$ cat src/rtl/hazard_pkg.sv
package hazard_pkg;

  typedef enum logic [1:0] {
    PC_NEXT     = 2'd0,
    PC_FALLTHRU = 2'd1,
    PC_RETADDR  = 2'd2
  } pc_sel_e;

  typedef enum logic [1:0] {
    HZ_NONE     = 2'd0,
    HZ_DEF_USE  = 2'd1,
    HZ_LOAD_USE = 2'd2
  } hz_kind_e;

  // producers that can still hold a pending write: execute, memory
  localparam int unsigned NUM_PROD = 2;
  // source operands read in decode
  localparam int unsigned NUM_SRC  = 2;

endpackage

$ cat src/rtl/hz_src_match.sv
module hz_src_match #(
  parameter int unsigned REG_W    = 5,
  parameter int unsigned ZERO_REG = 31
) (
  input  logic [REG_W-1:0] src,
  input  logic             src_used,
  input  logic             prod_live,
  input  logic [REG_W-1:0] prod_dst,
  output logic             hit
);

  localparam logic [REG_W-1:0] ZR = REG_W'(ZERO_REG);

  always_comb begin
    hit = src_used && prod_live && (src != ZR) && (src == prod_dst);
  end

endmodule

$ cat src/rtl/hz_data_detect.sv
module hz_data_detect
  import hazard_pkg::*;
#(
  parameter int unsigned REG_W    = 5,
  parameter int unsigned ZERO_REG = 31,
  parameter int unsigned N_SRC    = NUM_SRC,
  parameter int unsigned N_PROD   = NUM_PROD
) (
  input  logic                         cons_valid,
  input  logic [N_SRC-1:0][REG_W-1:0]  src,
  input  logic [N_SRC-1:0]             src_used,
  input  logic [N_PROD-1:0]            prod_live,
  input  logic [N_PROD-1:0]            prod_load,
  input  logic [N_PROD-1:0][REG_W-1:0] prod_dst,
  output logic                         stall,
  output hz_kind_e                     kind
);

  logic [N_SRC-1:0][N_PROD-1:0] hit_grid;
  logic [N_PROD-1:0]            prod_hit;

  for (genvar s = 0; s < N_SRC; s++) begin : g_src
    for (genvar p = 0; p < N_PROD; p++) begin : g_prod
      hz_src_match #(
        .REG_W   (REG_W),
        .ZERO_REG(ZERO_REG)
      ) u_match (
        .src      (src[s]),
        .src_used (src_used[s]),
        .prod_live(prod_live[p]),
        .prod_dst (prod_dst[p]),
        .hit      (hit_grid[s][p])
      );
    end
  end

  always_comb begin
    prod_hit = '0;
    for (int s = 0; s < N_SRC; s++) begin
      prod_hit = prod_hit | hit_grid[s];
    end
    stall = cons_valid && (|prod_hit);
    if (!stall)                     kind = HZ_NONE;
    else if (|(prod_hit & prod_load)) kind = HZ_LOAD_USE;
    else                            kind = HZ_DEF_USE;
  end

endmodule

$ cat src/rtl/hz_arbiter.sv
module hz_arbiter
  import hazard_pkg::*;
(
  input  logic     data_stall,
  input  hz_kind_e data_kind,
  input  logic     squash,
  input  logic     ret_in_d,
  input  logic     ret_in_x,
  output logic     stall_f,
  output logic     stall_d,
  output logic     bubble_f,
  output logic     bubble_d,
  output logic     bubble_x,
  output pc_sel_e  pc_sel,
  output hz_kind_e hz_kind
);

  always_comb begin
    stall_f  = 1'b0;
    stall_d  = 1'b0;
    bubble_f = 1'b0;
    bubble_d = 1'b0;
    bubble_x = 1'b0;
    pc_sel   = PC_NEXT;
    hz_kind  = HZ_NONE;
    if (squash) begin
      // wrong-path fetch and decode slots are cancelled
      bubble_d = 1'b1;
      bubble_x = 1'b1;
      pc_sel   = PC_FALLTHRU;
    end else begin
      if (data_stall) begin
        stall_f  = 1'b1;
        stall_d  = 1'b1;
        bubble_x = 1'b1;
        hz_kind  = data_kind;
      end else if (ret_in_d) begin
        bubble_f = 1'b1;
      end
      if (ret_in_x) pc_sel = PC_RETADDR;
    end
  end

endmodule

$ cat src/rtl/hazard_ctl.sv
module hazard_ctl
  import hazard_pkg::*;
#(
  parameter int unsigned REG_W    = 5,
  parameter int unsigned ZERO_REG = 31
) (
  input  logic             d_valid,
  input  logic [REG_W-1:0] d_src_a,
  input  logic             d_use_a,
  input  logic [REG_W-1:0] d_src_b,
  input  logic             d_use_b,
  input  logic             d_is_ret,
  input  logic             x_valid,
  input  logic             x_wr_en,
  input  logic [REG_W-1:0] x_dst,
  input  logic             x_is_load,
  input  logic             x_is_bcond,
  input  logic             x_taken,
  input  logic             x_is_ret,
  input  logic             m_valid,
  input  logic             m_wr_en,
  input  logic [REG_W-1:0] m_dst,
  input  logic             m_is_load,
  output logic             stall_f,
  output logic             stall_d,
  output logic             bubble_f,
  output logic             bubble_d,
  output logic             bubble_x,
  output logic [1:0]       pc_sel,
  output logic [1:0]       hz_kind
);

  logic [NUM_SRC-1:0][REG_W-1:0]  src_vec;
  logic [NUM_SRC-1:0]             use_vec;
  logic [NUM_PROD-1:0]            live_vec;
  logic [NUM_PROD-1:0]            load_vec;
  logic [NUM_PROD-1:0][REG_W-1:0] dst_vec;
  logic                           data_stall;
  hz_kind_e                       data_kind;
  logic                           squash;
  logic                           ret_in_d;
  logic                           ret_in_x;
  pc_sel_e                        pc_sel_q;
  hz_kind_e                       kind_q;

  always_comb begin
    src_vec  = {d_src_b, d_src_a};
    use_vec  = {d_use_b, d_use_a};
    // index 0: execute, index 1: memory
    live_vec = {m_valid && m_wr_en, x_valid && x_wr_en};
    load_vec = {m_is_load, x_is_load};
    dst_vec  = {m_dst, x_dst};
    squash   = x_valid && x_is_bcond && !x_taken;
    ret_in_d = d_valid && d_is_ret;
    ret_in_x = x_valid && x_is_ret;
  end

  hz_data_detect #(
    .REG_W   (REG_W),
    .ZERO_REG(ZERO_REG),
    .N_SRC   (NUM_SRC),
    .N_PROD  (NUM_PROD)
  ) u_detect (
    .cons_valid(d_valid),
    .src       (src_vec),
    .src_used  (use_vec),
    .prod_live (live_vec),
    .prod_load (load_vec),
    .prod_dst  (dst_vec),
    .stall     (data_stall),
    .kind      (data_kind)
  );

  hz_arbiter u_arb (
    .data_stall(data_stall),
    .data_kind (data_kind),
    .squash    (squash),
    .ret_in_d  (ret_in_d),
    .ret_in_x  (ret_in_x),
    .stall_f   (stall_f),
    .stall_d   (stall_d),
    .bubble_f  (bubble_f),
    .bubble_d  (bubble_d),
    .bubble_x  (bubble_x),
    .pc_sel    (pc_sel_q),
    .hz_kind   (kind_q)
  );

  assign pc_sel  = pc_sel_q;
  assign hz_kind = kind_q;

endmodule

$ cat config.mk
export PLATFORM = sky130hd
export DESIGN_NAME = hazard_ctl
export DESIGN_NICKNAME = d
export VERILOG_FILES = /design/src/rtl/hazard_pkg.sv /design/src/rtl/hz_src_match.sv /design/src/rtl/hz_data_detect.sv /design/src/rtl/hz_arbiter.sv /design/src/rtl/hazard_ctl.sv
export SDC_FILE = /design/constraint.sdc
export NUM_CORES = 1
export LEC_CHECK = 0
export BUFFER_PORTS_ARGS = -buffer_cell sky130_fd_sc_hd__buf_2
export CAP_MARGIN = 20
export CORE_AREA = 5 5 42 44
export DETAILED_ROUTE_END_ITERATION = 6
export DIE_AREA = 0 0 47 49
export PLACE_DENSITY_LB_ADDON = 0.05
export SYNTH_ARGS = -nofsm -noshare
export SYNTH_HDL_FRONTEND = slang
export SYNTH_SLANG_ARGS = --single-unit
$ cat constraint.sdc
create_clock -name vclk -period 0.9
set_input_delay 0 -clock vclk [all_inputs]
set_output_delay 0 -clock vclk [all_outputs]
set_load 0.1 [all_outputs]
==> impl_metrics.csv <==
group,metric,value,unit
pwr,cellPowerDensity,475,nW/um^2
finish,antenna_cells,0,
synthesis,avgSynthCellArea,7.04,um^2
sta,worstMarginPinSlew,351,ps
global_routing,grtUsageTotal,13.5,%
synthesis,synthAdderAreaFrac,0,%
detailed_routing,drt_wl_total,1520,um
worst_setup_path,crit_type,"input port to output pin",
min_path,hold_class,"input port to output pin",
placement,place_area,815,um^2
run,max_cap_viol_count,0,
finish,register_area,0,um^2
synthesis,synth_compound_area_share,10.1,%
synthesis,muxShareOfSynthArea,0,%
detailed_routing,drc,0,
synthesis,synth_cells,51,
pwr,switching_power,229,uW
finish,final_area,956,um^2
pwr,clkPwrFrac,0,%
floorplan,rows,14,
sta,slew_headroom,76.4,%
finish,seq_cells,0,
detailed_routing,wirelength_met1,468,um
pwr,combPwrFrac,100.0,%
synthesis,synth.distinct_cells,18,
pwr,power_switching_share,50.4,%
synthesis,synth_top_area_share,36.6,%
detailed_routing,vias,568,
pwr,peakVddDrop,0.228,mV
floorplan,die_h,49,um
detailed_routing,dr.max_layer_used,"met3",
floorplan,start_util,25.6,%
synthesis,synth_simple_gate_area_share,35.9,%
floorplan,die_w,47,um
sta,finalMaxSlewViolations,0,
worst_setup_path,worstSetupStartpointType,"input port",
finish,fin_cells,120,
global_routing,grt_pass1_vias,587,
global_routing,antenna_found_initial,0,
worst_setup_path,critPathMaxFanout,3,
detailed_routing,drtPass1Iterations,3,
floorplan,core,1400,um^2
sta,finalCritPeriodShare,166,%
pwr,p_leak,0.431,nW
synthesis,synth.most_common_cell,"xor2_1",
sta,finalHoldViolCount,0,
detailed_routing,drt_iter0_markers,3,
pwr,seq_power_share,0,%
sta,whs,429,ps
pwr,power.internal,225,uW
synthesis,synth.area.top_cells,"xor2_1, xnor2_1, nand4_1",
global_routing,grt-ovfl-total,0,
finish,final_layout_size_suffix_gt1_share,64.4,%
finish,nClkBuffers,0,
synthesis,syn-cell-area,359,um^2
worst_setup_path,cp_data_required_time,900,ps
placement,portBuffers,42,
global_routing,grt_pass1_wl,2440,um
outcome,violations,"negative setup slack",
detailed_routing,viasPerCell,4.73,
global_routing,grt_max_degree,4,
worst_setup_path,arrival,1500,ps
sta,fin_ws,-596,ps
floorplan,dieArea,2300,um^2
detailed_routing,wl_per_cell,12.7,um
outcome,status,"finished, violations left",
worst_setup_path,cp-end-kind,"output pin",
finish,syn2layout_area_growth,166,%
detailed_routing,wl_met3,181,um
synthesis,ys_seq_area_share,0,%
placement,place_congestion,0.783,
synthesis,syn_nets,84,
cts,cts_hold_repair.buffers,0,
detailed_routing,wl_met2,870,um
sta,period_minus_slack,1500,ps
sta,finalSetupViolCount,7,
detailed_routing,antenna_left,0,
synthesis,synth-xor-area-share,48.8,%
sta,rsz0062_at_grt,"yes",
finish,final_nets,139,
synthesis,synth_area_leader_cell,"xor2_1",
floorplan,io-pin-count,42,
placement,dp_slack,-677,ps
synthesis,netlist_top_cells_count,"xor2_1, xnor2_1, nand2_1, nand4_1, nor4_1",
synthesis,synth_top_family_by_area,"XOR/XNOR gates",
placement,place_inst,118,
synthesis,yosys_warnings,0,
sta,fmax,668,MHz
finish,finish.utilization,68.2,%
## critical path, stage by stage
cell,delay (ps)
buf_2,130
xor2_1,170
nor4_1,260
nand4_1,140
o22ai_2,240
a22o_1,210
and2b_4,170
buf_12,170
## power groups by stage
stage / registers [mW] / logic, mW / clock network, mW
after floorplan: 0 / 0.199 / 0
after global placement: 0 / 0.388 / 0
after detailed placement: 0 / 0.392 / 0
after CTS: 0 / 0.429 / 0
after global routing: 0 / 0.488 / 0
final: 0 / 0.454 / 0
## logic make-up after synthesis
group                  count (synthesis)
AO/OA/AOI/OAI                          5
buffers and inverters                  3
XOR/XNOR                              20
AND/OR/NAND/NOR                       23
## metal layers
| metal | up-vias | GRT usage, % |
|---|---|---|
| li1 | 291 | - |
| met1 | 246 | 15.9 |
| met2 | 31 | 26.5 |
| met3 | 0 | 0.738 |
| met4 | 0 | 0 |
| met5 | - | 0 |
## path summary, 6_finish.rpt
check / slack [ps] / end / cells after the start / from
max: -600 / hz_kind[1] / 8 / d_src_b[3]
min: 430 / pc_sel[1] / 3 / x_is_ret
## placed cells by master (no fill, tap or decap)
cell         n
a22o_1       1
and2b_4      1
and3_1       1
and3_4       1
and4_2       1
buf_12       8
buf_2       22
buf_4        8
buf_6       15
buf_8        2
clkinvlp_4   1
nand2_1      3
nand2_4      1
nand3_1      3
nand3b_1     1
nand4_1      4
nor2_4       2
nor3_4       1
nor4_1       2
nor4_2       2
o21ai_0      1
o21ai_1      1
o21ai_2      1
o22ai_2      1
xnor2_1      5
xor2_1      15
## repair_timing
| action | 4_1_cts | 5_1_grt |
|---|---|---|
| setup endpoints to repair | 7 | 9 |
| gates resized for setup | 20 | 11 |
| setup buffers | 0 | 2 |
| pin swaps | 6 | 3 |
## area by class of cell
class,count,area [um^2]
fillers,117,445
inverters,1,7.51
multi-input cells,48,399
well taps,16,20.0
repair buffers,55,529
## metrics by stage
stage | setup TNS (ps) | total power, mW
2_1_floorplan | -3040 | 0.199
6_report | -3430 | 0.454
3_3_place_gp | -3560 | 0.388
4_1_cts | -3160 | 0.429
5_1_grt | -4050 | 0.488
3_5_place_dp | -3700 | 0.392
No activity file was read; power rests on OpenSTA's default activity.
